--- src/rtl/tlb_pkg.sv ---
package tlb_pkg;

  localparam int SLOT_W_MAX = 8;

  typedef enum logic [1:0] {
    PG_4K  = 2'd0,
    PG_2M  = 2'd1,
    PG_1G  = 2'd2,
    PG_RSV = 2'd3
  } pageSize_e;

  typedef struct packed {
    logic                  doFill;
    logic                  doPurge;
    logic                  doFlush;
    logic [SLOT_W_MAX-1:0] fillSlot;
  } tlbStrobe_t;

endpackage

--- src/rtl/tlb_ctrl.sv ---
module tlb_ctrl
  import tlb_pkg::*;
#(
  parameter int ENTRIES = 8
) (
  input  logic               clk,
  input  logic               rstN,
  input  logic               insValid,
  input  logic               purgeValid,
  input  logic               flushAll,
  input  logic [ENTRIES-1:0] validVec,
  output tlbStrobe_t         strb
);

  localparam int IDX_W = (ENTRIES > 1) ? $clog2(ENTRIES) : 1;
  localparam logic [IDX_W-1:0] LAST_IDX = IDX_W'(ENTRIES - 1);

  logic [IDX_W-1:0] rrPtr;
  logic [IDX_W-1:0] freeIdx;
  logic             anyFree;
  logic             fullFill;

  // lowest empty slot: scan downward so the lowest index is written last
  always_comb begin
    freeIdx = '0;
    anyFree = 1'b0;
    for (int i = ENTRIES - 1; i >= 0; i--) begin
      if (!validVec[i]) begin
        freeIdx = IDX_W'(i);
        anyFree = 1'b1;
      end
    end
  end

  always_comb begin
    strb.doFlush  = flushAll;
    strb.doPurge  = purgeValid;
    strb.doFill   = insValid && !purgeValid && !flushAll;
    strb.fillSlot = SLOT_W_MAX'(anyFree ? freeIdx : rrPtr);
  end

  assign fullFill = strb.doFill && !anyFree;

  always_ff @(posedge clk) begin
    if (!rstN) begin
      rrPtr <= '0;
    end else if (fullFill) begin
      rrPtr <= (rrPtr == LAST_IDX) ? '0 : rrPtr + 1'b1;
    end
  end

  AST_RR_STEP: assert property (@(posedge clk) disable iff (!rstN)
    $past(strb.doFill) && $past(&validVec) |->
      rrPtr == (($past(rrPtr) == LAST_IDX) ? '0 : $past(rrPtr) + 1'b1));

  AST_RR_HOLD: assert property (@(posedge clk) disable iff (!rstN)
    $past(!(&validVec)) |-> $stable(rrPtr));

  AST_FILL_FREE: assert property (@(posedge clk) disable iff (!rstN)
    strb.doFill && !(&validVec) |-> !validVec[strb.fillSlot[IDX_W-1:0]]);

endmodule

--- src/rtl/tlb_datapath.sv ---
module tlb_datapath
  import tlb_pkg::*;
#(
  parameter int ENTRIES     = 8,
  parameter int VPN_W       = 36,
  parameter int PFN_W       = 28,
  parameter int PID_W       = 8,
  parameter int SP_MID_BITS = 9,
  parameter int SP_BIG_BITS = 18
) (
  input  logic               clk,
  input  logic               rstN,
  input  tlbStrobe_t         strb,
  input  logic               lkValid,
  input  logic [VPN_W-1:0]   lkVpn,
  input  logic [PID_W-1:0]   lkPid,
  input  logic               lkWrite,
  input  logic [VPN_W-1:0]   insVpn,
  input  logic [PID_W-1:0]   insPid,
  input  logic [PFN_W-1:0]   insPfn,
  input  logic               insWritable,
  input  logic [1:0]         insSize,
  input  logic [VPN_W-1:0]   purgeVpn,
  input  logic [PID_W-1:0]   purgePid,
  output logic [ENTRIES-1:0] validVec,
  output logic               resValid,
  output logic               resHit,
  output logic               resMiss,
  output logic               resFault,
  output logic [PFN_W-1:0]   resPfn
);

  localparam int IDX_W = (ENTRIES > 1) ? $clog2(ENTRIES) : 1;

  function automatic logic [VPN_W-1:0] sizeMask(input logic [1:0] sz);
    logic [VPN_W-1:0] m;
    case (pageSize_e'(sz))
      PG_2M:   m = {{(VPN_W-SP_MID_BITS){1'b0}}, {SP_MID_BITS{1'b1}}};
      PG_1G:   m = {{(VPN_W-SP_BIG_BITS){1'b0}}, {SP_BIG_BITS{1'b1}}};
      default: m = '0;
    endcase
    return m;
  endfunction

  logic [PFN_W-1:0] entPfn  [ENTRIES];
  logic [VPN_W-1:0] entMask [ENTRIES];
  logic [ENTRIES-1:0] entWr;
  logic [ENTRIES-1:0] lkMatch;
  logic [ENTRIES-1:0] purgeMatch;

  for (genvar i = 0; i < ENTRIES; i++) begin : g_slot
    logic             vReg;
    logic [PID_W-1:0] pidReg;
    logic [VPN_W-1:0] vpnReg;
    logic [PFN_W-1:0] pfnReg;
    logic             wrReg;
    logic [1:0]       szReg;
    logic [VPN_W-1:0] maskI;
    logic             fillHere;

    assign maskI    = sizeMask(szReg);
    assign fillHere = strb.doFill && (strb.fillSlot == SLOT_W_MAX'(i));

    assign lkMatch[i]    = vReg && (pidReg == lkPid)
                           && (((lkVpn ^ vpnReg) & ~maskI) == '0);
    assign purgeMatch[i] = vReg && (pidReg == purgePid)
                           && (((purgeVpn ^ vpnReg) & ~maskI) == '0);

    always_ff @(posedge clk) begin
      if (!rstN) begin
        vReg   <= 1'b0;
        pidReg <= '0;
        vpnReg <= '0;
        pfnReg <= '0;
        wrReg  <= 1'b0;
        szReg  <= '0;
      end else if (strb.doFlush) begin
        vReg <= 1'b0;
      end else if (strb.doPurge) begin
        if (purgeMatch[i]) vReg <= 1'b0;
      end else if (fillHere) begin
        vReg   <= 1'b1;
        pidReg <= insPid;
        vpnReg <= insVpn;
        pfnReg <= insPfn;
        wrReg  <= insWritable;
        szReg  <= insSize;
      end
    end

    assign validVec[i] = vReg;
    assign entPfn[i]   = pfnReg;
    assign entMask[i]  = maskI;
    assign entWr[i]    = wrReg;

    AST_PURGE_CLEARS: assert property (@(posedge clk) disable iff (!rstN)
      $past(strb.doPurge) && $past(purgeMatch[i]) |-> !vReg);
  end

  // pick the lowest matching slot
  logic [IDX_W-1:0] hitIdx;
  logic             anyMatch;
  always_comb begin
    hitIdx   = '0;
    anyMatch = 1'b0;
    for (int i = ENTRIES - 1; i >= 0; i--) begin
      if (lkMatch[i]) begin
        hitIdx   = IDX_W'(i);
        anyMatch = 1'b1;
      end
    end
  end

  logic             permOk;
  logic [PFN_W-1:0] pMask;
  logic [PFN_W-1:0] mergedPfn;
  assign permOk    = !lkWrite || entWr[hitIdx];
  assign pMask     = entMask[hitIdx][PFN_W-1:0];
  assign mergedPfn = (entPfn[hitIdx] & ~pMask) | (lkVpn[PFN_W-1:0] & pMask);

  always_ff @(posedge clk) begin
    if (!rstN) begin
      resValid <= 1'b0;
      resHit   <= 1'b0;
      resMiss  <= 1'b0;
      resFault <= 1'b0;
      resPfn   <= '0;
    end else begin
      resValid <= lkValid;
      resHit   <= lkValid && anyMatch && permOk;
      resMiss  <= lkValid && !anyMatch;
      resFault <= lkValid && anyMatch && !permOk;
      resPfn   <= (lkValid && anyMatch && permOk) ? mergedPfn : '0;
    end
  end

  AST_ONE_OUTCOME: assert property (@(posedge clk) disable iff (!rstN)
    resValid |-> $countones({resHit, resMiss, resFault}) == 1);

  AST_IDLE_QUIET: assert property (@(posedge clk) disable iff (!rstN)
    !resValid |-> !resHit && !resMiss && !resFault && resPfn == '0);

  AST_FAULT_ON_WRITE: assert property (@(posedge clk) disable iff (!rstN)
    resFault |-> $past(lkWrite));

  AST_NO_FRAME_ON_MISS: assert property (@(posedge clk) disable iff (!rstN)
    (resMiss || resFault) |-> resPfn == '0);

  AST_FLUSH_EMPTY: assert property (@(posedge clk) disable iff (!rstN)
    $past(strb.doFlush) |-> validVec == '0);

endmodule

--- src/rtl/tlb_pid_cam.sv ---
module tlb_pid_cam
  import tlb_pkg::*;
#(
  parameter int ENTRIES     = 8,
  parameter int VPN_W       = 36,
  parameter int PFN_W       = 28,
  parameter int PID_W       = 8,
  parameter int SP_MID_BITS = 9,
  parameter int SP_BIG_BITS = 18
) (
  input  logic             clk,
  input  logic             rstN,
  input  logic             lkValid,
  input  logic [VPN_W-1:0] lkVpn,
  input  logic [PID_W-1:0] lkPid,
  input  logic             lkWrite,
  output logic             resValid,
  output logic             resHit,
  output logic             resMiss,
  output logic             resFault,
  output logic [PFN_W-1:0] resPfn,
  input  logic             insValid,
  input  logic [VPN_W-1:0] insVpn,
  input  logic [PID_W-1:0] insPid,
  input  logic [PFN_W-1:0] insPfn,
  input  logic             insWritable,
  input  logic [1:0]       insSize,
  input  logic             purgeValid,
  input  logic [VPN_W-1:0] purgeVpn,
  input  logic [PID_W-1:0] purgePid,
  input  logic             flushAll
);

  tlbStrobe_t         strb;
  logic [ENTRIES-1:0] validVec;

  tlb_ctrl #(.ENTRIES(ENTRIES)) ctrl_i (
    .clk        (clk),
    .rstN       (rstN),
    .insValid   (insValid),
    .purgeValid (purgeValid),
    .flushAll   (flushAll),
    .validVec   (validVec),
    .strb       (strb)
  );

  tlb_datapath #(
    .ENTRIES     (ENTRIES),
    .VPN_W       (VPN_W),
    .PFN_W       (PFN_W),
    .PID_W       (PID_W),
    .SP_MID_BITS (SP_MID_BITS),
    .SP_BIG_BITS (SP_BIG_BITS)
  ) dp_i (
    .clk         (clk),
    .rstN        (rstN),
    .strb        (strb),
    .lkValid     (lkValid),
    .lkVpn       (lkVpn),
    .lkPid       (lkPid),
    .lkWrite     (lkWrite),
    .insVpn      (insVpn),
    .insPid      (insPid),
    .insPfn      (insPfn),
    .insWritable (insWritable),
    .insSize     (insSize),
    .purgeVpn    (purgeVpn),
    .purgePid    (purgePid),
    .validVec    (validVec),
    .resValid    (resValid),
    .resHit      (resHit),
    .resMiss     (resMiss),
    .resFault    (resFault),
    .resPfn      (resPfn)
  );

endmodule

--- config.mk ---
export PLATFORM = sky130hd
export DESIGN_NAME = tlb_pid_cam
export DESIGN_NICKNAME = d
export VERILOG_FILES = /design/src/rtl/tlb_pkg.sv /design/src/rtl/tlb_ctrl.sv /design/src/rtl/tlb_datapath.sv /design/src/rtl/tlb_pid_cam.sv
export SDC_FILE = /design/constraint.sdc
export NUM_CORES = 2
export LEC_CHECK = 0
export CELL_PAD_IN_SITES_DETAIL_PLACEMENT = 1
export CELL_PAD_IN_SITES_GLOBAL_PLACEMENT = 1
export CORE_UTILIZATION = 49
export DETAILED_ROUTE_END_ITERATION = 8
export PLACE_DENSITY_LB_ADDON = 0.08
export SLEW_MARGIN = 20
export SYNTH_ARGS = -nofsm -noshare
export SYNTH_HDL_FRONTEND = slang
export SYNTH_HIERARCHICAL = 1
export SYNTH_SLANG_ARGS = --single-unit
--- constraint.sdc ---
create_clock -name clk -period 5.5 [get_ports clk]
set_input_delay 1.1 -clock clk [delete_from_list [all_inputs] [get_ports clk]]
set_output_delay 1.1 -clock clk [all_outputs]
set_load 0.05 [all_outputs]
# After elaboration in Yosys (flattened, before gate mapping)
# Cells that the tools add are included.
dict set report totals {
  in_bits 170
  output_inout_bits 32
  wordCells 324
  reg_bits 643
}
dict set report classes {
  add_sub_neg 1
  bitwise_logic 48
  muxes 74
  reduce_logical 97
  eq_ne 48
  magnitude_cmp 2
}
# cell n
set ops {}
lappend ops {{$and A36 B36 Y36} 16}
lappend ops {{$logic_not A36 Y1} 16}
lappend ops {{$xor A36 B36 Y36} 16}
lappend ops {{$not A18 Y36} 8}
lappend ops {{$pmux W18 S2} 8}
lappend ops {{$eq A8 B8 Y1} 16}
lappend ops {{$mux W28} 4}
lappend ops {{$bmux W36 S3} 1}
lappend ops {{$bmux W28 S3} 1}
lappend ops {{$and A28 B28 Y28} 2}
lappend ops {{$mux W3} 18}
lappend ops {{$logic_and A1 B1 Y1} 47}
lappend ops {{$mux W1} 41}
lappend ops {{$not A28 Y28} 1}
lappend ops {{$or A28 B28 Y28} 1}
lappend ops {{$reduce_and A3 Y1} 8}
lappend ops {{$reduce_and A2 Y1} 9}
lappend ops {{$eq A2 B1 Y1 const B} 8}
lappend ops {{$eq A2 B2 Y1 const B} 8}
lappend ops {{$ne A2 B1 Y1 const B} 8}
lappend ops {{$reduce_bool A2 Y1} 8}
lappend ops {{$eq A3 B3 Y1 const B} 5}
lappend ops {{$logic_not A8 Y1} 1}
lappend ops {{$eq A3 B2 Y1 const B} 2}
lappend ops {{10 further kinds} 17}

# Depth between registers and ports, before layout
dict set report depth {
  word_depth 21
  mapped_depth 15
  depth_no_buf 12
}

# Hierarchy
# Netlist, hierarchy kept.
# module instances cells_per_inst seq_area_each_um2 area_each_um2
set modules_own_cells {}
lappend modules_own_cells {tlb_datapath 1 4351 12812.3 35407.7}
lappend modules_own_cells {tlb_ctrl 1 40 60.1 304.0}

# Worst setup path before layout
# No wires, ideal clock.
dict set report synth_timing {
  kind {input-to-reg}
  startpoint {in lkVpn[5]}
  endpoint {reg dp_i.resPfn[10]}
  required_time_ns 5.414
  setup_time_ns 0.086
  path_buffers 2
  path_stages 13
  path_slack_ns 1.529
  arrival_ns 3.884
  cell_sequence {buf_2 > xnor2_1 > nand4_1 > o41ai_4 > nand4b_4 > and2_4 > a211o_1 > and2_1 > buf_6 > or4b_4 > nand3_4 > o21ai_4 > a221oi_2}
}
dict set report synth_via {
  elab_chain_len 19
  elab_cells_between_ends 65
  classes_between {mux (24); bitwise (21); reduce/logical (20)}
}
# item line_no
set synth_lines {}
lappend synth_lines {{from (decl)} tlb_pid_cam.sv:14} ;# input logic [VPN_W-1:0] lkVpn,
lappend synth_lines {{$xor A36 B36 Y36} tlb_datapath.sv:65} ;# && (((lkVpn ^ vpnReg) & ~maskI) == '0);
lappend synth_lines {{$and A36 B36 Y36} tlb_datapath.sv:65}
lappend synth_lines {{$logic_not A36 Y1} tlb_datapath.sv:65}
lappend synth_lines {{$logic_and A1 B1 Y1} tlb_datapath.sv:65}
lappend synth_lines {{$mux W3 (8 in a row)} tlb_datapath.sv:107} ;# if (lkMatch[i]) begin
lappend synth_lines {{$not A3 Y4 (implied by the code)} {tlb_datapath.sv:118, tlb_datapath.sv:119}}
lappend synth_lines {{$bmux W36 S3} tlb_datapath.sv:118} ;# assign pMask = entMask[hitIdx][PFN_W-1:0];
lappend synth_lines {{$mux W28 (implied by the code) (2 in a row)} tlb_datapath.sv:118}
lappend synth_lines {{$not A28 Y28} tlb_datapath.sv:119} ;# assign mergedPfn = (entPfn[hitIdx] & ~pMask) | (lkVpn[PFN_W-1:0] & pMask);
lappend synth_lines {{$and A28 B28 Y28} tlb_datapath.sv:119}
lappend synth_lines {{$or A28 B28 Y28} tlb_datapath.sv:119}
lappend synth_lines {{to (signal assigned)} tlb_datapath.sv:133} ;# resPfn <= (lkValid && anyMatch && permOk) ? mergedPfn : '0;
lappend synth_lines {{to (decl)} tlb_datapath.sv:30} ;# output logic [PFN_W-1:0] resPfn
# Parallel ways exist; a longest one is shown, timed or not. The select of a mux whose other input is x is not followed.
# A chain may end at the register's enable or synchronous reset.

# Final worst setup path
dict set report layout_timing {
  startpoint {in lkVpn[16]}
  endpoint {reg dp_i.resPfn[4]}
}
# Same word-level chain as after synthesis.

==> run_results.csv <==
group,metric,value,unit
status,status,"finished, final reports clean",
clock_tree,cts_resized,0,
worst_setup_path,crit_top_cell,"buf_4",
placed_design,portBuffers,201,
floorplan,coreArea,71900,um2
worst_setup_path,critPathBufInv,4,
logic_synthesis,synth-seq-cells,643,
sta,fmax,0.205,GHz
power,cellPowerDensity,255,nW/um2
worst_setup_path,worstPathArrival,5390,ps
floorplan,row_count,98,
floorplan,die_area,74000,um2
detailed_routing,wl,158000,um
sta,finalCriticalPeriod,4880,ps
logic_synthesis,synth.cell_area,35700,um2
global_routing,grtUsageTotal,41.7,%
sta,hold_viol_final,0,
floorplan,die_h,272,um
global_routing,grt-ovfl-total,0,
final_layout,layout.cells.most_common,"nand2_1",
job,drv_cap,0,
clock_tree,cts_sinks,643,
sta,clock_skew,28.3,ps
sta,period_share,88.7,%
sta,slew_viol_final,0,
floorplan,die_width,272,um
logic_synthesis,synthMuxAreaShare,2.30,%
power,ir_worst_vdd,250,uV
floorplan,io-pin-count,202,
detailed_routing,wl_per_cell,28.8,um
placed_design,hpwl,112000,um
detailed_routing,drt-initial-drc-count,3875,
clock_tree,clockRootBuffer,"clkbuf_16",
worst_setup_path,r2r_slack,1220,ps
logic_synthesis,synth_edf_count,0,
sta,grt_setup_unrepaired,"no",
worst_setup_path,slowest_delay,670,ps
clock_tree,cts_buffers,72,
clock_tree,h-tree-depth,3,
logic_synthesis,synth_compound_area_share,16.5,%
final_layout,finish.utilization,57.2,%
sta,tightestPinTransition,1200,ps
sta,setup_viol,0,
logic_synthesis,synth_warnings,6,
detailed_routing,firstDrtPassIters,6,
sta,max_slew_margin,19.4,%
final_layout,area_delta_synth_final,15.0,%
worst_setup_path,critPathCaptureType,"flop",
detailed_routing,viasPerCell,6.12,
placed_design,gp_congestion,1.08,
sta,setup-tns-final,0,ps
clock_tree,cts_hold_buf,0,
logic_synthesis,synthAdderAreaFrac,0.455,%
logic_synthesis,syn_inst,4391,
logic_synthesis,synth_top_family_by_area,"simple AND/OR/NAND/NOR gates",
power,leakagePower,14.1,nW
clock_tree,cts_max_path_buffers,3,
logic_synthesis,async_flop_share,0,%
global_routing,grt_pass1_wl,228000,um
worst_setup_path,crit_required,6010,ps
logic_synthesis,ys_types,69,
worst_setup_path,cpMaxStageDelayCell,"clkdlybuf4s50_1",
worst_setup_path,crit_path_start_kind,"primary input",
worst_setup_path,critPathKind,"primary input to flop",
clock_tree,clkTransAtPathRegs,60,ps
logic_synthesis,synthFlopType,"dfxtp_1",
global_routing,antenna_found_initial,7,
logic_synthesis,synth_simple_gate_area_share,21.2,%
clock_tree,cts_setup_buffers,0,
detailed_routing,vias,33500,
logic_synthesis,synth-xor-area-share,17.4,%
worst_setup_path,critPathTopFamily,"compound AO/OA/AOI/OAI gates",
final_layout,finalNetCount,4637,
global_routing,grt_pass1_vias,33300,
worst_setup_path,crit_fanout,6,
min_path,min_path_type,"flop to flop",
clock_tree,cts_tree,"built",
final_layout,layout-drive-gt1-share,8.38,%
detailed_routing,postRouteAntennaNets,0,
clock_tree,clk_latency,630,ps
global_routing,grt_max_degree,219,
floorplan,initial_core_util,49.7,%
worst_setup_path,crit_chain,"clkdlybuf4s50_1 -> xor2_1 -> nor4_1 -> a41o_1 -> nand4_1 -> a21bo_2 -> a211o_1 -> buf_4 -> and3_1 -> a211oi_2 -> nor3_4 -> buf_4 -> nor3_1 -> buf_4 -> a311oi_1",
detailed_routing,drc_errors,0,
logic_synthesis,ys_seq_area_share,36.0,%
final_layout,final_cell_mix,"1268 x nand2_1, 643 x dfxtp_1, 601 x a21boi_0",
logic_synthesis,avgSynthCellArea,8.13,um2
layer usage:
metal	part of all wire, %	GRT usage (%)
met1	44	59.7
met2	43	62.4
met3	10	10.0
met4	2.5	10.6
met5	0.027	0
report_power, final:
group	internal [mW]	switching [mW]	total, mW
clock	2.80	2.08	4.88
combinational	0.362	0.565	0.927
sequential	4.66	0.00111	4.66
worst min-delay path, stage by stage, from the launching register on:
cell	delay [ps]
dfxtp_1	310
nand2_1	40
a21boi_0	60
metrics by stage:
| step | instances | total power, mW | hold WS [ps] | setup WS [ps] | area, um2 |
|---|---|---|---|---|---|
| 2_1_floorplan | 4395 | 5.30 | 439 | 1530 | 35700 |
| 3_3_place_gp | 5329 | 5.65 | 449 | 86.9 | 38700 |
| 3_5_place_dp | 5329 | 5.65 | 456 | 96.0 | 38700 |
| 4_1_cts | 5462 | 10.5 | 463 | 735 | 41000 |
| 5_1_grt | 5463 | 10.7 | 484 | 531 | 41100 |
| 6_report | 5468 | 10.5 | 464 | 619 | 41100 |
logic make-up (layout without fill, tap and decap cells):
kind of cell             Yosys count  after routing
buffers and inverters            443            561
multiplexers                      82             82
other                              1             10
flip-flops                       643            643
adder cells (fa/ha/maj)           13             13
AO/OA/AOI/OAI                    775            775
AND/OR/NAND/NOR                 1730           1730
XOR/XNOR                         704            704
cell usage after synthesis, types with 5 or more instances:
master,instances,area [um2]
nand2_1,1276,4790
dfxtp_1,643,12900
a21boi_0,601,4510
xnor2_1,463,4060
clkbuf_1,238,893
xor2_1,234,2050
nand4_1,176,1100
buf_4,109,818
mux2i_1,81,811
nor4_1,70,438
nor3_1,54,270
nand3_1,45,225
buf_2,44,220
a211oi_1,37,278
and3_1,30,188
a21oi_1,27,135
inv_1,25,93.8
buf_1,23,86.3
or3_1,20,125
nor2_1,19,71.3
o21ai_0,19,95.1
o22a_1,19,166
ha_1,13,163
a31oi_1,11,68.8
a221oi_2,9,135
a311oi_1,9,78.8
o211a_1,9,90.1
xnor2_2,7,114
a41oi_1,6,52.6
and2_1,6,37.5
a41o_1,5,50.1
registers in the layout (all words and copies together) (netlist names), 3 cells and up:
signal / flops
dp_i/g_slot.wrReg: 8
dp_i/resPfn: 28
dp_i/g_slot.pidReg: 64
ctrl_i/rrPtr: 3
dp_i/g_slot.vpnReg: 288
dp_i/g_slot.pfnReg: 224
dp_i/g_slot.szReg: 16
dp_i/g_slot.vReg: 8
path summary, 6_finish.rpt:
path | startpoint | end | depth (start not counted)
setup / recovery | lkVpn[16] | dp_i/resPfn[4] | 15
hold reg to reg | dp_i/g_slot[3].pfnReg[10] | dp_i/g_slot[3].pfnReg[10] | 2
hold / removal | dp_i/g_slot[3].pfnReg[10] | dp_i/g_slot[3].pfnReg[10] | 2
setup reg to reg | dp_i/g_slot[6].szReg[0] | dp_i/resPfn[4] | 16
cell type report:
cell class / count / area [um2]
multi-input combinational: 3309 / 20800
sequential: 643 / 12900
tap: 950 / 1190
timing repair buffer: 403 / 3680
antenna: 5 / 12.5
fill: 8530 / 30800
clock buffer: 101 / 2070
clock inverter: 32 / 308
inverter: 25 / 93.8
Power figures use the tool's default switching activity.
